<file path="src/rtl/mac_irq_pkg.sv">
package mac_irq_pkg;
  // layout inside each 16-bit half: summary at 0, sources from 1 up
  localparam int unsigned SUM_POS  = 0;
  localparam int unsigned SRC_BASE = 1;

  localparam int unsigned ADDR_ENABLE = 0;
  localparam int unsigned ADDR_STATUS = 1;

  typedef enum logic {
    DIR_RX = 1'b0,
    DIR_TX = 1'b1
  } irq_dir_e;
endpackage

</file>
<file path="src/rtl/irq_pend_reg.sv">
module irq_pend_reg #(
  parameter int unsigned N = 3
) (
  input  logic         clk_i,
  input  logic         rst_ni,
  input  logic         soft_rst_i,
  input  logic [N-1:0] set_i,
  input  logic         clr_we_i,
  input  logic [N-1:0] clr_i,
  output logic [N-1:0] pend_o
);
  logic [N-1:0] pend_q;
  logic [N-1:0] clr_mask;

  assign clr_mask = clr_we_i ? clr_i : '0;

  always_ff @(posedge clk_i or negedge rst_ni) begin
    if (!rst_ni)         pend_q <= '0;
    else if (soft_rst_i) pend_q <= '0;
    else                 pend_q <= (pend_q & ~clr_mask) | set_i; // set wins
  end

  assign pend_o = pend_q;
endmodule

</file>
<file path="src/rtl/irq_dir_slice.sv">
module irq_dir_slice
  import mac_irq_pkg::*;
#(
  parameter int unsigned NUM_SRC = 3,
  localparam int unsigned FW     = NUM_SRC + 1
) (
  input  logic               clk_i,
  input  logic               rst_ni,
  input  logic               soft_rst_i,
  input  logic [NUM_SRC-1:0] evt_i,
  input  logic               en_we_i,
  input  logic               st_we_i,
  input  logic [FW-1:0]      wdata_i,
  output logic [FW-1:0]      stat_o,
  output logic [FW-1:0]      en_o,
  output logic               irq_o
);
  logic [FW-1:0]      en_q;
  logic [NUM_SRC-1:0] pend;
  logic               sum;

  always_ff @(posedge clk_i or negedge rst_ni) begin
    if (!rst_ni)         en_q <= '0;
    else if (soft_rst_i) en_q <= '0;
    else if (en_we_i)    en_q <= wdata_i;
  end

  irq_pend_reg #(.N(NUM_SRC)) u_pend (
    .clk_i      (clk_i),
    .rst_ni     (rst_ni),
    .soft_rst_i (soft_rst_i),
    .set_i      (evt_i),
    .clr_we_i   (st_we_i),
    .clr_i      (wdata_i[SRC_BASE +: NUM_SRC]),
    .pend_o     (pend)
  );

  // summary bit is never stored; software writes to it are lost
  assign sum = |(pend & en_q[SRC_BASE +: NUM_SRC]);

  assign stat_o[SUM_POS]             = sum;
  assign stat_o[SRC_BASE +: NUM_SRC] = pend;
  assign en_o                        = en_q;
  assign irq_o                       = sum & en_q[SUM_POS];
endmodule

</file>
<file path="src/rtl/irq_read_port.sv">
module irq_read_port
  import mac_irq_pkg::*;
#(
  parameter int unsigned DATA_W = 32,
  parameter int unsigned ADDR_W = 2
) (
  input  logic              clk_i,
  input  logic              rst_ni,
  input  logic              soft_rst_i,
  input  logic              re_i,
  input  logic [ADDR_W-1:0] addr_i,
  input  logic [DATA_W-1:0] en_word_i,
  input  logic [DATA_W-1:0] stat_word_i,
  output logic [DATA_W-1:0] rdata_o
);
  logic [DATA_W-1:0] rdata_q;
  logic [DATA_W-1:0] rsel;

  always_comb begin
    rsel = '0;
    if (addr_i == ADDR_W'(ADDR_ENABLE))      rsel = en_word_i;
    else if (addr_i == ADDR_W'(ADDR_STATUS)) rsel = stat_word_i;
  end

  always_ff @(posedge clk_i or negedge rst_ni) begin
    if (!rst_ni)         rdata_q <= '0;
    else if (soft_rst_i) rdata_q <= '0;
    else if (re_i)       rdata_q <= rsel;
  end

  assign rdata_o = rdata_q;
endmodule

</file>
<file path="src/rtl/mac_irq_agg.sv">
module mac_irq_agg
  import mac_irq_pkg::*;
#(
  parameter int unsigned DATA_W  = 32,
  parameter int unsigned ADDR_W  = 2,
  parameter int unsigned NUM_SRC = 3
) (
  input  logic               clk_i,
  input  logic               rst_ni,
  input  logic               soft_rst_i,
  input  logic [NUM_SRC-1:0] tx_evt_i,
  input  logic [NUM_SRC-1:0] rx_evt_i,
  input  logic               reg_we_i,
  input  logic               reg_re_i,
  input  logic [ADDR_W-1:0]  reg_addr_i,
  input  logic [DATA_W-1:0]  reg_wdata_i,
  output logic [DATA_W-1:0]  reg_rdata_o,
  output logic               tx_irq_o,
  output logic               rx_irq_o
);
  localparam int unsigned HALF_W = DATA_W / 2;
  localparam int unsigned FW     = NUM_SRC + 1;
  localparam int unsigned PAD_W  = HALF_W - FW;

  logic [DATA_W-1:0] stat_word;
  logic [DATA_W-1:0] en_word;
  logic [1:0]        irq_vec;
  logic              en_we;
  logic              st_we;
  logic              unused_wdata;

  assign en_we        = reg_we_i && (reg_addr_i == ADDR_W'(ADDR_ENABLE));
  assign st_we        = reg_we_i && (reg_addr_i == ADDR_W'(ADDR_STATUS));
  assign unused_wdata = ^reg_wdata_i;

  for (genvar d = 0; d < 2; d++) begin : g_dir
    localparam int unsigned BASE = d * HALF_W;
    logic [NUM_SRC-1:0] evt;
    logic [FW-1:0]      stat_f;
    logic [FW-1:0]      en_f;

    if (d == int'(DIR_TX)) begin : g_tx
      assign evt = tx_evt_i;
    end else begin : g_rx
      assign evt = rx_evt_i;
    end

    irq_dir_slice #(.NUM_SRC(NUM_SRC)) u_slice (
      .clk_i      (clk_i),
      .rst_ni     (rst_ni),
      .soft_rst_i (soft_rst_i),
      .evt_i      (evt),
      .en_we_i    (en_we),
      .st_we_i    (st_we),
      .wdata_i    (reg_wdata_i[BASE +: FW]),
      .stat_o     (stat_f),
      .en_o       (en_f),
      .irq_o      (irq_vec[d])
    );

    assign stat_word[BASE +: FW]       = stat_f;
    assign en_word[BASE +: FW]         = en_f;
    assign stat_word[BASE + FW +: PAD_W] = '0;
    assign en_word[BASE + FW +: PAD_W]   = '0;
  end

  irq_read_port #(.DATA_W(DATA_W), .ADDR_W(ADDR_W)) u_rd (
    .clk_i       (clk_i),
    .rst_ni      (rst_ni),
    .soft_rst_i  (soft_rst_i),
    .re_i        (reg_re_i),
    .addr_i      (reg_addr_i),
    .en_word_i   (en_word),
    .stat_word_i (stat_word),
    .rdata_o     (reg_rdata_o)
  );

  assign tx_irq_o = irq_vec[int'(DIR_TX)];
  assign rx_irq_o = irq_vec[int'(DIR_RX)];
endmodule

</file>
<file path="config.mk">
export PLATFORM = sky130hd
export DESIGN_NAME = mac_irq_agg
export DESIGN_NICKNAME = d
export VERILOG_FILES = /design/src/rtl/mac_irq_pkg.sv /design/src/rtl/irq_pend_reg.sv /design/src/rtl/irq_dir_slice.sv /design/src/rtl/irq_read_port.sv /design/src/rtl/mac_irq_agg.sv
export SDC_FILE = /design/constraint.sdc
export NUM_CORES = 1
export LEC_CHECK = 0
export ABC_AREA = 1
export BUFFER_PORTS_ARGS = -buffer_cell sky130_fd_sc_hd__buf_4
export CAP_MARGIN = 0
export CORE_MARGIN = 3
export CORE_UTILIZATION = 35
export CTS_BUF_LIST = sky130_fd_sc_hd__clkbuf_8 sky130_fd_sc_hd__clkbuf_16
export DETAILED_ROUTE_END_ITERATION = 10
export GPL_ROUTABILITY_DRIVEN = 0
export PLACE_DENSITY_LB_ADDON = 0.15
export SLEW_MARGIN = 20
export SYNTH_ARGS = -nofsm -noshare
export SYNTH_HDL_FRONTEND = slang
export SYNTH_SLANG_ARGS = --single-unit
</file>
<file path="constraint.sdc">
create_clock -name clk_i -period 1.05 [get_ports clk_i]
set_input_delay 0 -clock clk_i [delete_from_list [all_inputs] [get_ports clk_i]]
set_output_delay 0 -clock clk_i [all_outputs]
set_load 0.05 [all_outputs]
</file>
# [After elaboration in Yosys (flattened, before gate mapping)]
# Cells that the tools add are included.
[word_totals] mem_bits_rw=0 memories=0 output_inout_bits=34 latchBits=0 mem_bits_ro=0 regBits=46
[classes] order_cmp=0 n_eq_ne=1 mul=0 muxes=12 addsub=0 shift=0 bitwise_logic=10 div_mod_pow=0 reduce_logical=7
[ops] cell="$mux W32" n=2
[ops] cell="$mux W20" n=2
[ops] cell="$mux W4" n=4
[ops] cell="$and A3 B3 Y3" n=4
[ops] cell="$mux W3" n=4
[ops] cell="$not A3 Y3" n=2
[ops] cell="$or A3 B3 Y3" n=2
[ops] cell="$reduce_or A3 Y1" n=2
[ops] cell="$reduce_bool A2 Y1" n=2
[ops] cell="$and A1 B1 Y1" n=2
[ops] cell="$eq A2 B1 Y1 const B" n=1
[ops] cell="$logic_and A1 B1 Y1" n=2
[ops] cell="$logic_not A2 Y1" n=1

# [Logic depth before layout (Yosys ltp)]
[depth] depth_word=7 depth_mapped=7 depth_no_buf=6

# [Hierarchy]
# Synthesis repeated with hierarchy kept, for this count alone.
[unflattened] hier_cells=330 area_unflattened_um2=2626.3
[modules_own_cells] mod="irq_read_port" instances=1 cells_per_inst=244 area_per_inst_um2=1965.6 seq_area_each_um2=800.8
[modules_own_cells] mod="irq_dir_slice" instances=2 cells_per_inst=25 area_per_inst_um2=191.4 seq_area_each_um2=100.1
[modules_own_cells] mod="irq_pend_reg" instances=2 cells_per_inst=15 area_per_inst_um2=127.6 seq_area_each_um2=75.1
[modules_own_cells] mod="mac_irq_agg" instances=1 cells_per_inst=6 area_per_inst_um2=22.5 seq_area_each_um2=0.0

# [Worst setup path before layout]
# No wires, ideal clock.
[synth_path] path_type="register to register" start="register u_rd.rdata_o[0] (netlist name)" end="register u_rd.rdata_q[0], in the netlist u_rd.rdata_o[0]" path_buffers=0 path_stages_with_launch=3 slack_ns=0.214 t_arrival_ns=0.718 path_cell_list="dfrtp_1 nand2_1 nand2_1"
[synth_lines] element="end signal: assignment" line_no="irq_read_port.sv:28" text="else if (re_i) rdata_q <= rsel;"
[synth_lines] element="end: declaration" line_no="irq_read_port.sv:16" text="logic [DATA_W-1:0] rdata_q;"

# [Worst setup path after layout]
[layout_path] start="register g_dir[1].u_slice.u_pend.pend_q[1]" end="output port tx_irq_o"
[layout_via] elab_chain_len=3
[layout_rtl] element="start: declaration" line_no="irq_pend_reg.sv:12" text="logic [N-1:0] pend_q;"
[layout_rtl] element="start signal: assignment" line_no="irq_pend_reg.sv:20" text="else pend_q <= (pend_q & ~clr_mask) | set_i;"
[layout_rtl] element="$and A3 B3 Y3" line_no="irq_dir_slice.sv:39" text="assign sum = |(pend & en_q[SRC_BASE +: NUM_SRC]);"
[layout_rtl] element="$reduce_or A3 Y1" line_no="irq_dir_slice.sv:39"
[layout_rtl] element="$and A1 B1 Y1" line_no="irq_dir_slice.sv:44" text="assign irq_o = sum & en_q[SUM_POS];"
[layout_rtl] element="end: declaration" line_no="mac_irq_agg.sv:18" text="output logic tx_irq_o,"
# No other way between the ends.

==> qor.txt <==
Run status -> finished, violations left
Violations in the final reports -> negative setup slack
Critical Path End Type -> primary output
Fmax -> 919 MHz
Met2 global-route usage -> 0.216
Path type of the worst min-delay path -> in -> reg
Flop and latch count out of synthesis -> 22
Max_cap viols -> 0
Synthesized instance count -> 166
Number of filler cells placed in the layout -> 337
H-tree depth reported by CTS -> 1
Non-Filler Cell Area, Final -> 0.00178 mm^2
Pin count of the biggest net entering global routing -> 23
Setup slack of the critical path after layout -> -0.0376 ns
Layout Nets -> 273
Area growth from synthesis to layout -> 40.4%
Setup clock skew after layout -> 0.00262 ns
All-layer global routing usage -> 0.137
Area leader, netlist -> sky130_fd_sc_hd__dfrtp_1
Post-synthesis async set-or-reset flop share -> 1.00
Storage cell area -> 551 um^2
Critical path required time -> 1.05 ns
Met1 track demand over resource -> 0.191
Clock network latency to the later pin of the worst-skew pair -> 0.26 ns
Wire length of the first global-routing pass -> 4730 um
Commonest cells in the netlist -> sky130_fd_sc_hd__nand2_1 (78), sky130_fd_sc_hd__buf_4 (25), sky130_fd_sc_hd__dfrtp_1 (22), sky130_fd_sc_hd__nand3_1 (16), sky130_fd_sc_hd__inv_1 (10)
Yosys cell types -> 13
CTS Buffer Depth -> 2
Port-buffer cells -> 30
Adder-cell area share of the yosys netlist -> 0
CTS tree -> yes
Detailed-routing iteration count for the pre-antenna-repair pass -> 4
Met3 track demand over resource in global routing -> 0.0221
Fraction of post-synthesis cell area in the top cell type by area -> 0.433
Class of the most critical setup path -> reg -> out
Routed via count -> 1114
Overall die height -> 66.2 um
Area of the core -> 0.00342 mm^2
Total wire length -> 2880 um
Warnings from Yosys -> 0
Reg clk slew, reported paths -> 0.08 ns
Part of the Yosys area used for sequential elements -> 0.433
Dominant combinational cell family by area after synthesis -> simple AND/OR/NAND/NOR gates
Standard-cell rows -> 21
Antenna violations before repair -> 0
Final Setup Violations -> 2
Top-level port count -> 79
Arrival time reported for the critical path endpoint -> 1.09 ns
Leakage power summed over all cells -> 1.05 nW
Final hold viol count -> 0
Post-place instance area -> 0.00144 mm^2
Average routed wire per standard cell -> 10.6 um
Mux cell area share after synthesis -> 0
Total Power Consumption -> 0.00205 W
CTS Buf Count -> 3
Number of antenna cells inserted -> 0
Layout cells sized above 1 -> 0.269
Number of max-slew violations in the final report -> 0
RSZ-0062 raised after global routing -> true
Ranking of synthesized cells by area -> sky130_fd_sc_hd__dfrtp_1 (43%), sky130_fd_sc_hd__nand2_1 (23%), sky130_fd_sc_hd__buf_4 (15%)
Crit path time final -> 1.09 ns
Area of the die -> 0.00439 mm^2
Vias in the first global route -> 1017
Average footprint of a synthesized cell -> 7.65 um^2
EDFF count, synth -> 0
HPWL Detailed -> 1920 um
Complex-gate fraction of the synthesized area -> 0.0236
Combined area of all synthesized cells -> 0.00127 mm^2
Share of the clock period used by the worst path -> 1.04
Main synth FF type -> sky130_fd_sc_hd__dfrtp_1
Total gr overflow -> 0
Routed vias/inst -> 4.08
Simple logic cell fraction of the synthesized area -> 0.350
IR drop worst, VDD -> 0.448 mV
Die extent in x -> 66.2 um
Critical Path Fanout Max -> 2
Initial Utilization -> 0.372
Area of the multi-input gates -> 579 um^2
Number of sinks on the clock net -> 22
Post-synthesis xor/xnor area fraction -> 0
Count of unresolved DRC violations after routing -> 0
Busiest grt layer -> met2
Number of routed nets with antenna violations -> 0
Most numerous cell in the Yosys netlist -> sky130_fd_sc_hd__nand2_1
Initial DRC Count -> 38
Total power density per cell area -> 1150 mW/mm^2
Startpoint types -> flop
Library cell used as clock root buffer -> sky130_fd_sc_hd__clkbuf_8
-- power breakdown --
group          total [W]  switching (W)  internal (W)
registers       0.000903      0.0000225      0.000881
logic           0.000533       0.000365      0.000169
clock network   0.000618       0.000284      0.000334
total            0.00205       0.000671       0.00138
-- path summary, 6_finish.rpt --
kind | startpoint | to | slack [ns] | cells past startpoint
worst max-delay path | g_dir[1].u_slice.u_pend.pend_o[1] | tx_irq_o | -0.04 | 5
worst min-delay path | reg_re_i | u_rd.rdata_o[0] | 0.01 | 4
worst max register to register | g_dir[1].u_slice.u_pend.pend_o[1] | u_rd.rdata_o[16] | 0.03 | 7
worst min register to register | u_rd.rdata_o[1] | u_rd.rdata_o[1] | 0.48 | 2
max in group asynchronous | rst_ni | g_dir[1].u_slice.en_o[2] | 0.67 | 2
min in group asynchronous | rst_ni | u_rd.rdata_o[3] | 0.16 | 2
-- final cells by class --
class	count	area share
Clock buffer	4	0.0309
Multi-Input combinational cell	130	0.325
Timing Repair Buffer	61	0.282
Inverter	10	0.0211
Sequential cell	22	0.309
Tap cell	46	0.0323
-- critical path, stage by stage (launching register included) --
cell	delay [ns]
sky130_fd_sc_hd__dfrtp_1	0.40
sky130_fd_sc_hd__nand2_1	0.09
sky130_fd_sc_hd__nand3_2	0.10
sky130_fd_sc_hd__nand2_2	0.07
sky130_fd_sc_hd__inv_2	0.03
sky130_fd_sc_hd__buf_6	0.14
-- per-layer routing --
layer / share of wire / vias to the layer above
met5: 0 / -
met4: 0 / 0
li1: - / 584
met3: 0.054 / 0
met1: 0.48 / 492
met2: 0.46 / 38
-- sequential cells by signal, indices dropped and copies added (netlist names) --
register,cells
g_dir.u_slice.u_pend.pend_o,6
g_dir.u_slice.en_o,8
u_rd.rdata_o,8
-- logic make-up after synthesis --
group                  Yosys count
AND/OR/NAND/NOR                100
buffers and inverters           37
flip-flops                      22
AO/OA/AOI/OAI                    6
other                            1
-- what timing repair did --
item                       4_1_cts  5_1_grt
pin swaps                        5        7
resized for setup                4        3
buffers inserted                12        3
setup endpoints to repair        2        3
hold endpoints to repair        36        0
hold buffers                    15        0
-- per-stage QoR --
step	util	cells	TNS (ns)	hold slack, ns	setup WS (ns)
after floorplan	-	189	0	-0.296	0.214
after global placement	0.422	239	0	-0.0969	0.165
after detailed placement	0.422	239	0	-0.0902	0.153
after CTS	0.514	270	-0.0872	0.00489	-0.0519
after global routing	0.522	273	-0.211	0.0205	-0.0944
final	0.522	273	-0.0669	0.00976	-0.0376
-- cells in the final DEF (no fill, tap or decap), drive strengths merged --
cell / synthesis / routed
nor2: 5 / 5
nand2: 79 / 79
buf: 27 / 46
inv: 10 / 10
nand3: 16 / 16
dfrtp: 22 / 22
clkbuf: 0 / 4
a21oi: 6 / 6
conb: 1 / 24
dlygate4sd3: 0 / 15
(Power assumes the default switching activity.)
